[config.mk]
export PLATFORM = sky130hd
export DESIGN_NAME = page_walker
export DESIGN_NICKNAME = d
export VERILOG_FILES = /design/src/rtl/walk_pkg.sv /design/src/rtl/walk_entry_check.sv /design/src/rtl/walk_addr_gen.sv /design/src/rtl/page_walker.sv
export SDC_FILE = /design/constraint.sdc
export NUM_CORES = 1
export LEC_CHECK = 0
export BUFFER_PORTS_ARGS = -buffer_cell sky130_fd_sc_hd__buf_2
export CAP_MARGIN = 20
export CORE_ASPECT_RATIO = 1.75
export CORE_MARGIN = 2
export CORE_UTILIZATION = 51
export CTS_BUF_LIST = sky130_fd_sc_hd__clkbuf_8
export CTS_CLUSTER_SIZE = 10
export DETAILED_ROUTE_END_ITERATION = 8
export GPL_TIMING_DRIVEN = 1
export HOLD_SLACK_MARGIN = 0.08
export PLACE_DENSITY = 0.79
export SYNTH_ARGS = -nofsm -noshare
export SYNTH_HDL_FRONTEND = slang
export SYNTH_HIERARCHICAL = 1
export SYNTH_SLANG_ARGS = --single-unit
[constraint.sdc]
create_clock -name clk -period 2.15 [get_ports clk]
set_input_delay 0.1075 -clock clk [delete_from_list [all_inputs] [get_ports clk]]
set_output_delay 0.1075 -clock clk [all_outputs]
set_load 0.02 [all_outputs]
[src/rtl/walk_pkg.sv]
package walk_pkg;
    localparam int AW     = 32;
    localparam int IDX_W  = 10;
    localparam int OFS_W  = IDX_W + 2;
    localparam int LOFS_W = OFS_W + IDX_W;

    localparam int P_BIT  = 0;
    localparam int W_BIT  = 1;
    localparam int A_BIT  = 5;
    localparam int D_BIT  = 6;
    localparam int PS_BIT = 7;

    typedef enum logic [3:0] {
        IDLE, READ_PDE, UPD_PDE, READ_PTE, UPD_PTE,
        WAIT_COMMIT, SET_DIRTY, DONE, FAULT
    } walk_state_t;

    typedef struct packed {
        walk_state_t     st;
        logic [AW-1:0]   lin;
        logic            wr;
        logic [AW-1:0]   base;
        logic            big_ok;
        logic            big;
        logic            issued;
        logic [AW-1:0]   pde;
        logic [AW-1:0]   pte;
    } walk_regs_t;
endpackage

[src/rtl/walk_entry_check.sv]
module walk_entry_check (
    input  logic present,
    input  logic writable,
    input  logic is_write,
    output logic ok
);
    always_comb begin
        ok = present && (!is_write || writable);
    end
endmodule

[src/rtl/walk_addr_gen.sv]
module walk_addr_gen
    import walk_pkg::*;
(
    input  logic [AW-1:0]       base,
    input  logic [AW-1:0]       lin,
    input  logic [AW-OFS_W-1:0] pde_hi,
    input  logic [AW-OFS_W-1:0] pte_hi,
    output logic [AW-1:0]       pde_addr,
    output logic [AW-1:0]       pte_addr,
    output logic [AW-1:0]       phys_small,
    output logic [AW-1:0]       phys_large
);
    localparam int PAD_W = AW - IDX_W - 2;

    always_comb begin
        pde_addr   = base + {{PAD_W{1'b0}}, lin[AW-1 -: IDX_W], 2'b00};
        pte_addr   = {pde_hi, lin[LOFS_W-1 -: IDX_W], 2'b00};
        phys_small = {pte_hi, lin[OFS_W-1:0]};
        phys_large = {pde_hi[AW-OFS_W-1 -: AW-LOFS_W], lin[LOFS_W-1:0]};
    end
endmodule

[src/rtl/page_walker.sv]
module page_walker
    import walk_pkg::*;
(
    input  logic          clk,
    input  logic          rst_n,
    input  logic          req_valid,
    input  logic [AW-1:0] req_linear,
    input  logic          req_write,
    input  logic [AW-1:0] dir_base,
    input  logic          large_en,
    input  logic          commit,
    output logic          mem_req,
    output logic          mem_we,
    output logic [AW-1:0] mem_addr,
    output logic [AW-1:0] mem_wdata,
    input  logic          mem_rvalid,
    input  logic [AW-1:0] mem_rdata,
    output logic          await_commit,
    output logic          done,
    output logic          fault,
    output logic [AW-1:0] phys_addr
);
    walk_regs_t r_d, r_q;

    logic [AW-1:0] pde_addr, pte_addr, phys_small, phys_large;
    logic          rd_ok;
    logic [AW-1:0] fin_q, fin_addr;
    walk_state_t   after_xlat;

    walk_addr_gen u_addr (
        .base       (r_q.base),
        .lin        (r_q.lin),
        .pde_hi     (r_q.pde[AW-1:OFS_W]),
        .pte_hi     (r_q.pte[AW-1:OFS_W]),
        .pde_addr   (pde_addr),
        .pte_addr   (pte_addr),
        .phys_small (phys_small),
        .phys_large (phys_large)
    );

    walk_entry_check u_chk (
        .present  (mem_rdata[P_BIT]),
        .writable (mem_rdata[W_BIT]),
        .is_write (r_q.wr),
        .ok       (rd_ok)
    );

    always_comb begin
        r_d          = r_q;
        mem_req      = 1'b0;
        mem_we       = 1'b0;
        mem_addr     = pde_addr;
        mem_wdata    = '0;
        fin_q        = r_q.big ? r_q.pde : r_q.pte;
        fin_addr     = r_q.big ? pde_addr : pte_addr;
        after_xlat   = r_q.wr ? WAIT_COMMIT : DONE;
        done         = (r_q.st == DONE);
        fault        = (r_q.st == FAULT);
        await_commit = (r_q.st == WAIT_COMMIT);
        phys_addr    = r_q.big ? phys_large : phys_small;

        unique case (r_q.st)
            IDLE: begin
                if (req_valid) begin
                    r_d.st     = READ_PDE;
                    r_d.lin    = req_linear;
                    r_d.wr     = req_write;
                    r_d.base   = dir_base;
                    r_d.big_ok = large_en;
                    r_d.big    = 1'b0;
                    r_d.issued = 1'b0;
                end
            end
            READ_PDE: begin
                mem_req    = !r_q.issued;
                mem_addr   = pde_addr;
                r_d.issued = 1'b1;
                if (r_q.issued && mem_rvalid) begin
                    r_d.pde    = mem_rdata;
                    r_d.issued = 1'b0;
                    r_d.big    = r_q.big_ok && mem_rdata[PS_BIT];
                    if (!rd_ok)
                        r_d.st = FAULT;
                    else if (r_q.big_ok && mem_rdata[PS_BIT])
                        r_d.st = !mem_rdata[A_BIT] ? UPD_PDE : after_xlat;
                    else
                        r_d.st = READ_PTE;
                end
            end
            READ_PTE: begin
                mem_req    = !r_q.issued;
                mem_addr   = pte_addr;
                r_d.issued = 1'b1;
                if (r_q.issued && mem_rvalid) begin
                    r_d.pte    = mem_rdata;
                    r_d.issued = 1'b0;
                    if (!rd_ok)
                        r_d.st = FAULT;
                    else if (!r_q.pde[A_BIT])
                        r_d.st = UPD_PDE;
                    else if (!mem_rdata[A_BIT])
                        r_d.st = UPD_PTE;
                    else
                        r_d.st = after_xlat;
                end
            end
            UPD_PDE: begin
                mem_req   = 1'b1;
                mem_we    = 1'b1;
                mem_addr  = pde_addr;
                mem_wdata = r_q.pde | (AW'(1) << A_BIT);
                r_d.pde   = mem_wdata;
                if (!r_q.big && !r_q.pte[A_BIT])
                    r_d.st = UPD_PTE;
                else
                    r_d.st = after_xlat;
            end
            UPD_PTE: begin
                mem_req   = 1'b1;
                mem_we    = 1'b1;
                mem_addr  = pte_addr;
                mem_wdata = r_q.pte | (AW'(1) << A_BIT);
                r_d.pte   = mem_wdata;
                r_d.st    = after_xlat;
            end
            WAIT_COMMIT: begin
                if (commit)
                    r_d.st = fin_q[D_BIT] ? DONE : SET_DIRTY;
            end
            SET_DIRTY: begin
                mem_req   = 1'b1;
                mem_we    = 1'b1;
                mem_addr  = fin_addr;
                mem_wdata = fin_q | (AW'(1) << D_BIT);
                if (r_q.big) r_d.pde = mem_wdata;
                else         r_d.pte = mem_wdata;
                r_d.st    = DONE;
            end
            DONE:    r_d.st = IDLE;
            FAULT:   r_d.st = IDLE;
            default: r_d.st = IDLE;
        endcase
    end

    always_ff @(posedge clk) begin
        if (!rst_n) r_q <= '{st: IDLE, default: '0};
        else        r_q <= r_d;
    end


    single_pulse_chk: assert property (@(posedge clk) disable iff (!rst_n)
        (done || fault) |=> !(done || fault));


    dirty_after_commit_chk: assert property (@(posedge clk) disable iff (!rst_n)
        (r_q.st == SET_DIRTY) |-> $past(commit));


    fault_no_wb_chk: assert property (@(posedge clk) disable iff (!rst_n)
        fault |-> !$past(mem_req && mem_we));


    wb_present_chk: assert property (@(posedge clk) disable iff (!rst_n)
        (mem_req && mem_we) |-> (mem_wdata[P_BIT] && mem_wdata[A_BIT]));


    rvalid_expected_chk: assert property (@(posedge clk) disable iff (!rst_n)
        mem_rvalid |-> ((r_q.st == READ_PDE || r_q.st == READ_PTE) && r_q.issued));
endmodule

==> flow_summary.rst, run 1 <==
.. list-table::
   :header-rows: 1

   * - Metric
     - Value
   * - Core utilization of the finished layout
     - 71.0%
   * - Worst Skew
     - 24.7 ps
   * - Share of the synthesized area in the top cell type
     - 31.0%
   * - Share of the yosys chip area belonging to registers
     - 31.0%
   * - Slew of the pin with the lowest slew margin
     - 708 ps
   * - Share of flip-flops with an asynchronous set or reset after synthesis
     - 0%
   * - Outcome
     - complete, but fails checks
   * - Most frequently used cell type in the post-synthesis netlist
     - sky130_fd_sc_hd__nand2_1
   * - Sink count of the clock tree
     - 136
   * - Fill cell total of the finished layout
     - 1164
   * - Count of flip-flops with a built-in enable after synthesis
     - 0
   * - Site Rows
     - 63
   * - Initial core utilization
     - 51.9%
   * - Number of I/O pins
     - 204
   * - Portion of the clock cycle consumed by the worst path in the final layout
     - 138%
   * - Area used by multi-input combinational logic
     - 5310 µm²
   * - Fin. Hold Viols
     - 0
   * - Sum of buffers and inverters on the critical path
     - 4
   * - Placed wire-length estimate
     - 18.1 mm
   * - Vias
     - 9262
   * - Series of cell instances along the critical path
     - ha_4 > a21o_1 > nand4_1 > buf_6 > a21oi_4 > buf_12 > o21ai_4 > buf_6 > a21boi_2 > xor2_1 > mux2_4 > buf_6
   * - Wire length of the first global-routing pass
     - 45.9 mm
   * - Maximum root-to-sink buffer count
     - 2
   * - Core region area
     - 16900 µm²
   * - Overall routing resource usage
     - 32.4%
   * - Hold Crit Class
     - in2reg
   * - Synth Cell Area
     - 8790 µm²
   * - Flip-flop count of the largest register after layout
     - 136
   * - PnR worst setup slack
     - -821 ps
   * - Full die area
     - 18300 µm²
   * - Data required, critical path
     - 2040 ps
   * - Most used flip-flop cell after synthesis
     - sky130_fd_sc_hd__dfxtp_1
   * - Starting DRC count in detailed routing
     - 664
   * - Total number of yosys warnings
     - 6
   * - Final standard cell count with taps included and fillers excluded
     - 1546
   * - Kind of critical path
     - reg2out
   * - Top cell family by delay on the critical path
     - buffers and inverters
   * - Met3 track demand over resource
     - 5.55%
   * - Rel. slew slack
     - 52.5%
   * - Synth area leaders
     - sky130_fd_sc_hd__dfxtp_1 31%, sky130_fd_sc_hd__buf_4 9.6%, sky130_fd_sc_hd__mux2_2 8.2%
   * - Root cell of the clock tree
     - sky130_fd_sc_hd__clkbuf_8
   * - Number of placed instances, taps included
     - 1375
   * - Post-detailed-route DRC marker count
     - 2
   * - Pin count of the biggest net entering global routing
     - 74
   * - Vias/cell
     - 5.99
   * - Worst Hold Margin
     - 135 ps
   * - Startpoint type of the worst setup path
     - flip-flop
   * - Critical Path Most Common Cell
     - sky130_fd_sc_hd__buf_6
   * - Most area-hungry cell type in the Yosys netlist
     - sky130_fd_sc_hd__dfxtp_1
   * - Ratio of cells with drive above 1 in the final layout
     - 37.4%
   * - Final Wtd Congestion
     - 0.969
   * - Net count reported at finish
     - 1419
   * - Mean cell area of the mapped netlist
     - 8.29 µm²
   * - Final Setup Violations
     - 32
   * - Arr. time, crit path
     - 2860 ps
   * - CTS tree
     - built
   * - Max-slew violation count
     - 0
   * - Top flop regs
     - r_q x136
   * - Layout-stage area growth over the synthesis result
     - 36.9%
   * - Clock period minus final worst setup slack
     - 2970 ps
   * - TritonRoute pass-1 iters
     - 8
   * - CP endpoint kind
     - primary output
   * - Synthesized flop and latch total
     - 136
   * - Die X
     - 103 µm
   * - Max_cap viols
     - 0
   * - Total length of routed wires
     - 32.5 mm
   * - Commonest cells in the netlist
     - 149 x sky130_fd_sc_hd__nand2_1, 140 x sky130_fd_sc_hd__a21oi_1, 136 x sky130_fd_sc_hd__dfxtp_1
   * - Deepest level of the CTS H-tree
     - 4
   * - Clock buffer count from CTS
     - 17
   * - Vias in the first global route
     - 8899
   * - Count of different cell masters after synthesis
     - 69
   * - Met2 routing resource usage after global routing
     - 58.6%
   * - Highest clock frequency the design can meet
     - 337 MHz
   * - Violated checks
     - design-rule violations, negative setup slack
   * - Master of the slowest instance on the critical path
     - sky130_fd_sc_hd__dfxtp_4
   * - Power density relative to cell area
     - 748 nW/µm²
   * - Final antenna-violating net count
     - 0
   * - FF+latch area
     - 2760 µm²
   * - Maximum resistive drop on vdd
     - 0.000594 V
   * - Chip height
     - 178 µm
   * - Post-CTS clock slew at the launch and capture registers of the worst setup and hold paths
     - 90 ps
   * - Static Leak
     - 4.84 nW
   * - Routed length per placed instance
     - 21.0 µm
   * - RSZ-0062 raised after global routing
     - true
   * - Highest-utilization routing layer at the global route stage
     - met2
   * - I/O Buffers
     - 203
   * - Met1 capacity usage during global routing
     - 34.0%
   * - Register bank with the most flops
     - r_q
   * - Total Neg Setup Slack
     - -17850 ps
   * - Worst path max stage delay
     - 370 ps
   * - Number of antenna violations at the first check in global routing
     - 1
   * - Clock Latency Late Sink
     - 460 ps
   * - Critical path peak fanout
     - 4
   * - Post-Syn Instances
     - 1061
   * - Overflow after GRT
     - 0
-- per-stage QoR --
step	setup slack, ps	instance area, µm²	power (mW)
after floorplan	-101	8860	5.20
after global placement	-306	9650	5.87
after detailed placement	-332	9650	5.93
after CTS	-742	11600	8.52
after global routing	-870	12000	9.35
final	-821	12000	9.00
-- cells in the final DEF (no fill, tap or decap), drive strengths merged, types with 3 or more instances in the layout --
master       count
a31oi            4
o21ai            6
mux2            64
nor3             6
and3             6
dlygate4sd3     99
a21oi          143
xor2            13
a21boi           4
a221o           30
clkinvlp         3
xnor2           16
mux2i           34
o21a             3
nor2           115
nand3           10
inv             17
clkbuf          21
dfxtp          136
ha              10
a311oi           4
clkinv           6
nand4            7
nor2b            3
buf            295
a211oi          64
nand2          149
and4             3
nand2b           9
a21o             5
-- where the power goes --
part	switching (mW)	leakage [nW]	internal (mW)	total, mW
Sequential	0.299	1.11	2.81	3.11
Combinational	2.03	3.53	1.72	3.75
Clock	1.12	0.196	1.03	2.15
Total	3.44	4.84	5.56	9.00
-- repair_timing --
item                       4_1_cts  5_1_grt
cloned                           2        3
setup endpoints to repair       64       43
pin swaps                       30       19
gates resized for setup        106       66
buffers inserted                16       20
hold endpoints to repair       132        0
hold buffers                    99        0
-- final timing paths --
path	cells after the start	to	start	slack (ps)
hold / removal	4	r_q[37]	mem_rdata[5]	140
setup reg to reg	8	r_q[31]	r_q[134]	50
setup / recovery	12	mem_addr[27]	r_q[70]	-820
hold reg to reg	2	r_q[68]	r_q[68]	460
-- metal layers --
metal | wire length [µm] | share of wire, %
met4 | 2120 | 6.5
met3 | 2000 | 6.2
met1 | 11300 | 35
met5 | 0 | 0
met2 | 17100 | 53
-- layout make-up --
class	count	area share [%]
Clock buffer	17	1.94
Tap cell	227	2.36
Clock inverter	15	1.28
Timing Repair Buffer	398	27.0
Sequential cell	136	22.9
Inverter	13	0.426
Multi-Input combinational cell	739	44.1
Antenna cell	1	0.0208
-- worst min-delay path, stage by stage --
cell and delay (ps):
sky130_fd_sc_hd__buf_2 170, sky130_fd_sc_hd__a211o_1 140, sky130_fd_sc_hd__mux2i_1 60, sky130_fd_sc_hd__nor2_1 80
-- cells by family (layout without fill, tap and decap cells) --
kind of cell             after synthesis  count (layout)  synth area share (%)
multiplexers                          98              98                  12.1
buffers and inverters                188             443                  13.7
XOR/XNOR                              29              29                  2.89
flip-flops                           136             136                  31.0
adder cells (fa/ha/maj)               11              11                  1.65
AND/OR/NAND/NOR                      319             319                  15.9
other                                  1               3                0.0427
AO/OA/AOI/OAI                        279             280                  22.8
(Power assumes the default switching activity.)
==> run 2: changes to the inputs <==
PLACE_DENSITY = 0.83   (was 0.79)
==> run 2 against run 1 <==
Critical path type unchanged; register-to-register slack improved by 230 ps; cell area is 2.9% lower; utilization fell by 2.1 points; fmax shrank 0.83%; critical path depth stayed put; sequential share of layout area increased by 0.59 points; the run ends with negative setup slack left.
==> flow_summary.rst, run 2 (synthesis gave the netlist of run 1 again) <==
.. list-table::
   :header-rows: 1

   * - Metric
     - Value
   * - Final Setup Violations
     - 26 (-19%)
   * - Layout-stage area growth over the synthesis result
     - 32.9%
   * - Area after DPL
     - 9590 µm² (-0.62%)
   * - Total length of routed wires
     - 29.9 mm (-8.1%)
   * - Worst Hold Margin
     - 159 ps (+24.2 ps)
   * - Chip height
     - 178 µm (unchanged)
   * - Clock period minus final worst setup slack
     - 3000 ps (+24.7 ps)
   * - Portion of the clock cycle consumed by the worst path in the final layout
     - 139% (+1.2 points)
   * - Placed wire-length estimate
     - 17.8 mm (-1.6%)
   * - Final standard cell count with taps included and fillers excluded
     - 1526 (-1.3%)
   * - Static Leak
     - 4.71 nW (-2.8%)
   * - Met1 capacity usage during global routing
     - 32.4% (-1.6 points)
   * - Flip-flop count of the largest register after layout
     - 136 (unchanged)
   * - Most common cell after layout, fill and taps aside
     - sky130_fd_sc_hd__buf_2
   * - TritonRoute pass-1 iters
     - 6 (-2)
   * - CP endpoint kind
     - primary output
   * - Kind of critical path
     - reg2out
   * - Post-layout instance area
     - 11700 µm² (-2.9%)
   * - Core region area
     - 16900 µm² (unchanged)
   * - Max_cap viols
     - 0 (unchanged)
   * - CTS tree
     - built
   * - Power Total
     - 8.79 mW (-2.4%)
   * - Met3 track demand over resource
     - 5.40% (-0.16 points)
   * - Violated checks
     - negative setup slack
   * - Startpoint type of the worst setup path
     - flip-flop
   * - Vias in the first global route
     - 8803 (-1.1%)
   * - Arr. time, crit path
     - 2890 ps (+30 ps)
   * - Total Neg Setup Slack
     - -16670 ps (+1180 ps)
   * - Clock Latency Late Sink
     - 440 ps (-20 ps)
   * - Fin. Hold Viols
     - 0 (unchanged)
   * - Clock buffer count from CTS
     - 17 (unchanged)
   * - Sink count of the clock tree
     - 136 (unchanged)
   * - Slew of the pin with the lowest slew margin
     - 551 ps (-157 ps)
   * - Die X
     - 103 µm (unchanged)
   * - Max-slew violation count
     - 0 (unchanged)
   * - Root cell of the clock tree
     - sky130_fd_sc_hd__clkbuf_8
   * - Deepest level of the CTS H-tree
     - 4 (unchanged)
   * - PnR worst setup slack
     - -845 ps (-24.7 ps)
   * - I/O Buffers
     - 203 (unchanged)
   * - Number of I/O pins
     - 204 (unchanged)
   * - Outcome
     - complete, but fails checks
   * - Data required, critical path
     - 2040 ps (about the same)
   * - Worst Skew
     - 23.1 ps (-1.57 ps)
   * - Commonest cells after routing, fill and taps aside
     - 175 x sky130_fd_sc_hd__buf_2, 147 x sky130_fd_sc_hd__nand2_1, 132 x sky130_fd_sc_hd__a21oi_1
   * - Final antenna-violating net count
     - 0 (unchanged)
   * - Vias/cell
     - 5.90 (-1.6%)
   * - Overall routing resource usage
     - 30.8% (-1.6 points)
   * - Top flop regs
     - r_q x136
   * - Net count reported at finish
     - 1400 (-1.3%)
   * - Site Rows
     - 63 (unchanged)
   * - Worst hold path depth
     - 4 (unchanged)
   * - Number of antenna violations at the first check in global routing
     - 1 (unchanged)
   * - Initial core utilization
     - 51.9% (unchanged)
   * - Starting DRC count in detailed routing
     - 606 (-8.7%)
   * - Rel. slew slack
     - 63.1% (+11 points)
   * - Highest-utilization routing layer at the global route stage
     - met2
   * - Hold Crit Class
     - in2reg
   * - Vias
     - 9000 (-2.8%)
   * - Final Wtd Congestion
     - 0.922 (-4.8%)
   * - RSZ-0062 raised after global routing
     - true
   * - Number of placed instances, taps included
     - 1372 (-0.22%)
   * - Routed length per placed instance
     - 19.6 µm (-6.9%)
   * - Maximum resistive drop on vdd
     - 0.000569 V (-4.3%)
   * - Full die area
     - 18300 µm² (unchanged)
   * - Post-CTS clock slew at the launch and capture registers of the worst setup and hold paths
     - 90 ps (about the same)
   * - Register bank with the most flops
     - r_q
   * - Antenna cells
     - 0 (-1)
   * - Ratio of cells with drive above 1 in the final layout
     - 36.3% (-1.1 points)
   * - Post-detailed-route DRC marker count
     - 0 (-2)
   * - Pin count of the biggest net entering global routing
     - 67 (-9.5%)
   * - Maximum root-to-sink buffer count
     - 2 (unchanged)
   * - Wire length of the first global-routing pass
     - 44.0 mm (-4.0%)
   * - Highest clock frequency the design can meet
     - 334 MHz (-0.83%)
   * - Power density relative to cell area
     - 752 nW/µm² (+0.60%)
   * - Met2 routing resource usage after global routing
     - 56.1% (-2.5 points)
   * - Critical path peak fanout
     - 10 (+6)
   * - Worst-case reg-to-reg path depth
     - 6 (-2)
   * - Overflow after GRT
     - 0 (unchanged)
run 2: final cells by class:
class,count,area (µm²)
timing repair buffer,379,2980
clock buffer,18,248
tap,227,284
fill,1242,5260
clock inverter,14,170
inverter,13,51.3
sequential,136,2740
multi-input combinational,739,5210
run 2: path summary, 6_finish.rpt:
kind | from | to | slack [ps]
max | r_q[69] | mem_addr[26] | -850
min | mem_rvalid | r_q[65] | 160
max reg2reg | r_q[133] | r_q[92] | 280
min reg2reg | r_q[77] | r_q[77] | 460
run 2: critical path, cell delays in order (launching register included):
cell and delay [ps]:
sky130_fd_sc_hd__dfxtp_2 360, sky130_fd_sc_hd__ha_4 140, sky130_fd_sc_hd__inv_2 30, sky130_fd_sc_hd__fa_2 330, sky130_fd_sc_hd__nand2b_4 160, sky130_fd_sc_hd__a21oi_4 200, sky130_fd_sc_hd__nor4_4 90, sky130_fd_sc_hd__o31ai_4 230
sky130_fd_sc_hd__buf_12 170, sky130_fd_sc_hd__nand4_1 140, sky130_fd_sc_hd__xnor2_1 170, sky130_fd_sc_hd__mux2_4 260, sky130_fd_sc_hd__buf_2 160
run 2: through the flow:
step                      util [%]  setup WS [ps]
after floorplan                  -           -101
after global placement        56.6           -271
after detailed placement      56.6           -315
after CTS                     67.1           -790
after global routing          69.0           -930
final                         69.0           -845
run 2: repair_timing:
action / CTS / global route
buffers inserted: 10 / 11
pin swaps: 16 / 21
resized for setup: 65 / 72
hold buffers: 99 / 0
endpoints found under the hold margin: 132 / 0
endpoints found under the setup margin: 59 / 44
gates cloned: 2 / 1
run 2: metal layers:
layer  vias to the layer above  routed length, µm
met3                       151               1800
met1                      4243              10500
met4                         0               1710
met2                       502              15800
met5                         -                  0
li1                       4104                  -
run 2: report_power, final:
group / total, mW / switching (mW) / internal [mW] / leakage [nW]
Clock: 2.30 / 1.11 / 1.19 / 0.216
Combinational: 3.41 / 1.89 / 1.52 / 3.38
Sequential: 3.08 / 0.273 / 2.81 / 1.11
==> run 3: changes to the inputs <==
CORE_UTILIZATION = 50   (was 51)
SYNTH_HIERARCHICAL = default   (was 1)
==> run 3 against run 2 <==
Critical path depth decreased by 2; sequential share of layout area hardly changed; the run still ends with negative setup slack left; clock power barely moved; sequential cell count did not move; worst hold slack got worse by 28 ps; critical endpoint is now mem_addr[11]; fmax is 0.95% higher; first-iteration DRC count rose by 59%.
==> flow_summary.rst, run 3 <==
.. list-table::
   :header-rows: 1

   * - Metric
     - Value
   * - Hold Crit Class
     - in2reg
   * - Area used by multi-input combinational logic
     - 5140 µm² (-1.3%)
   * - Clock buffer count from CTS
     - 17 (unchanged)
   * - Syn_nets
     - 1122
   * - Post-CTS clock slew at the launch and capture registers of the worst setup and hold paths
     - 80 ps (about the same)
   * - Number of antenna violations at the first check in global routing
     - 0 (-1)
   * - Startpoint type of the worst setup path
     - flip-flop
   * - Die X
     - 98.1 µm (-5.0%)
   * - Post-layout instance area
     - 11800 µm² (+0.57%)
   * - Series of cell instances along the critical path
     - ha_4 > a21oi_1 > o21ai_4 > buf_6 > buf_6 > o2111ai_2 > nand2b_1 > xnor2_1 > o21ai_1 > buf_4
   * - Clock share of power
     - 29.0% (+2.8 points)
   * - Synth area leaders
     - sky130_fd_sc_hd__dfxtp_1 35%, sky130_fd_sc_hd__nand2_1 10%, sky130_fd_sc_hd__a21oi_1 9.4%
   * - Max-slew violation count
     - 0 (unchanged)
   * - Violated checks
     - negative setup slack
   * - Register bank with the most flops
     - r_q
   * - Worst path max stage delay
     - 420 ps (+60 ps)
   * - Sink count of the clock tree
     - 136 (unchanged)
   * - Starting DRC count in detailed routing
     - 966 (+59%)
   * - P_int
     - 5.05 mW (-8.5%)
   * - Outcome
     - complete, but fails checks
   * - Share of total power in sequential cells
     - 37.2% (+2.2 points)
   * - Net count reported at finish
     - 1448 (+3.4%)
   * - Core utilization of the finished layout
     - 77.1% (+8.2 points)
   * - Final Wtd Congestion
     - 0.902 (-2.2%)
   * - Share of flip-flops with an asynchronous set or reset after synthesis
     - 0% (unchanged)
   * - Vias/cell
     - 6.29 (+6.6%)
   * - Fin. Hold Viols
     - 0 (unchanged)
   * - Overall routing resource usage
     - 35.7% (+4.9 points)
   * - CTS tree
     - built
   * - Sum of buffers and inverters on the critical path
     - 3 (unchanged)
   * - Most frequently used cell type in the post-synthesis netlist
     - sky130_fd_sc_hd__nand2_1
   * - Final standard cell count with taps included and fillers excluded
     - 1533 (+0.46%)
   * - Total length of routed wires
     - 33.8 mm (+13%)
   * - Power Total
     - 7.96 mW (-9.5%)
   * - Data required, critical path
     - 2040 ps (about the same)
   * - CP endpoint kind
     - primary output
   * - Post-detailed-route DRC marker count
     - 0 (unchanged)
   * - Wire length of the first global-routing pass
     - 47.4 mm (+7.6%)
   * - Share of the yosys chip area belonging to registers
     - 35.1% (+4.2 points)
   * - Max_cap viols
     - 0 (unchanged)
   * - Total Neg Setup Slack
     - -15770 ps (+899 ps)
   * - Logic gate share of total power
     - 33.9% (-4.9 points)
   * - RSZ-0062 raised after global routing
     - true
   * - Fill cell total of the finished layout
     - 968 (-22%)
   * - Most common cell after layout, fill and taps aside
     - sky130_fd_sc_hd__nand2_1
   * - Clock period minus final worst setup slack
     - 2970 ps (-28.1 ps)
   * - Count of different cell masters after synthesis
     - 65 (-5.8%)
   * - Top cell family by delay on the critical path
     - compound AO/OA/AOI/OAI gates
   * - Commonest cells after routing, fill and taps aside
     - 206 x sky130_fd_sc_hd__nand2_1, 168 x sky130_fd_sc_hd__buf_2, 136 x sky130_fd_sc_hd__a21oi_1
   * - Worst Skew
     - 22.5 ps (-0.594 ps)
   * - Deepest level of the CTS H-tree
     - 4 (unchanged)
   * - Pin count of the biggest net entering global routing
     - 63 (-6.0%)
   * - Vias in the first global route
     - 9154 (+4.0%)
   * - Full die area
     - 16600 µm² (-9.8%)
   * - Antenna cells
     - 0 (unchanged)
   * - Top flop regs
     - r_q x136
   * - Highest clock frequency the design can meet
     - 337 MHz (+0.95%)
   * - Master of the slowest instance on the critical path
     - sky130_fd_sc_hd__dfxtp_1
   * - Net Sw Power
     - 2.91 mW (-11%)
   * - Ratio of cells with drive above 1 in the final layout
     - 34.8% (-1.5 points)
   * - Worst Hold Margin
     - 131 ps (-28.4 ps)
   * - Number of I/O pins
     - 204 (unchanged)
   * - Vias
     - 9641 (+7.1%)
   * - Number of placed instances, taps included
     - 1371 (-0.073%)
   * - Count of flip-flops with a built-in enable after synthesis
     - 0 (unchanged)
   * - Critical path peak fanout
     - 3 (-7)
   * - Root cell of the clock tree
     - sky130_fd_sc_hd__clkbuf_8
   * - Kind of critical path
     - reg2out
   * - Most used flip-flop cell after synthesis
     - sky130_fd_sc_hd__dfxtp_1
   * - Maximum root-to-sink buffer count
     - 2 (unchanged)
   * - Worst-case setup slack after placement
     - -174 ps (+141 ps)
   * - Chip height
     - 169 µm (-5.1%)
   * - Site Rows
     - 60 (-4.8%)
   * - Maximum resistive drop on vdd
     - 0.000549 V (-3.5%)
   * - FF+latch area
     - 2760 µm² (+0.46%)
   * - TritonRoute pass-1 iters
     - 8 (+2)
   * - Final antenna-violating net count
     - 0 (unchanged)
   * - Slew of the pin with the lowest slew margin
     - 663 ps (+113 ps)
   * - Static Leak
     - 4.53 nW (-3.8%)
   * - Synthesized flop and latch total
     - 136 (unchanged)
   * - Layout-stage area growth over the synthesis result
     - 51.6%
   * - Total number of yosys warnings
     - 0 (-6)
   * - I/O Buffers
     - 203 (unchanged)
   * - Critical Path Most Common Cell
     - sky130_fd_sc_hd__buf_6
   * - Rel. slew slack
     - 55.8% (-7.3 points)
   * - Portion of the clock cycle consumed by the worst path in the final layout
     - 138% (-1.3 points)
   * - Routed length per placed instance
     - 22.1 µm (+13%)
   * - Final Setup Violations
     - 28 (+7.7%)
   * - Overflow after GRT
     - 0 (unchanged)
   * - Flip-flop count of the largest register after layout
     - 136 (unchanged)
   * - Power density relative to cell area
     - 677 nW/µm² (-10%)
   * - Post-Syn Instances
     - 1008 (-5.0%)
   * - Commonest cells in the netlist
     - 208 x sky130_fd_sc_hd__nand2_1, 146 x sky130_fd_sc_hd__a21oi_1, 136 x sky130_fd_sc_hd__dfxtp_1
   * - Mean cell area of the mapped netlist
     - 7.69 µm² (-7.2%)
   * - Share of the synthesized area in the top cell type
     - 35.1% (+4.2 points)
   * - Switching portion of total power
     - 36.5% (-0.72 points)
   * - Area after DPL
     - 9270 µm² (-3.3%)
   * - PnR worst setup slack
     - -817 ps (+28.1 ps)
   * - Arr. time, crit path
     - 2860 ps (-30 ps)
   * - Most area-hungry cell type in the Yosys netlist
     - sky130_fd_sc_hd__dfxtp_1
   * - Placed wire-length estimate
     - 18.1 mm (+1.7%)
   * - Core region area
     - 15200 µm² (-10%)
   * - Synth Cell Area
     - 7750 µm² (-12%)
   * - Initial core utilization
     - 50.9% (-1.0 points)
   * - Clock Latency Late Sink
     - 460 ps (+20 ps)
-- run 3: timing repair --
| action | CTS | global route |
|---|---|---|
| resized for setup | 80 | 112 |
| setup endpoints to repair | 61 | 57 |
| hold buffers | 99 | 0 |
| setup buffers | 9 | 19 |
| gates cloned | 3 | 3 |
| pin swaps | 20 | 50 |
| endpoints found under the hold margin | 130 | 0 |
-- run 3: kinds of logic after synthesis --
family          share of synthesized area [%]
compound gates                           29.5
xor+xnor                                 3.16
fa+ha+maj                                1.87
buf+inv                                  6.18
flops                                    35.1
mux                                      3.41
simple gates                             20.7
-- run 3: worst register-to-register path, cell delays in order (launching register included) --
cell	delay (ps)
sky130_fd_sc_hd__dfxtp_4	380
sky130_fd_sc_hd__buf_4	150
sky130_fd_sc_hd__nor2_1	420
sky130_fd_sc_hd__and3_2	420
sky130_fd_sc_hd__buf_12	230
sky130_fd_sc_hd__nand2_1	150
sky130_fd_sc_hd__a21oi_1	190
-- run 3: path summary, 6_finish.rpt --
path	slack [ps]	from	endpoint	cells past startpoint
max reg2reg	140	r_q[133]	r_q[94]	6
max	-820	r_q[73]	mem_addr[11]	10
min reg2reg	450	r_q[111]	r_q[111]	2
min	130	mem_rdata[5]	r_q[37]	4
-- run 3: area by class of cell --
type                    instances  share of cell area [%]
clock buffers                  17                    1.99
repair buffers                394                    26.9
multi-input cells             774                    43.8
clock inverters                15                    1.50
flip-flops and latches        136                    23.5
well taps                     186                    1.98
inverters                      11                   0.373
-- run 3: power by group through the flow --
stage          Clock, mW  Sequential (mW)  Combinational (mW)
6_report            2.30             2.96                2.70
5_1_grt             2.37             2.96                2.84
4_1_cts             2.26             2.90                2.32
3_5_place_dp           0             2.95                1.98
3_3_place_gp           0             2.94                1.95
2_1_floorplan          0             2.89                1.31
-- run 3: metal layers --
metal  track usage, %  vias up  routed length, µm
met5                0        -                  0
met2             62.7      717              16800
li1                 -     4214                  -
met1             38.8     4469              11100
met4             26.0        0               3220
met3             4.95      241               2680
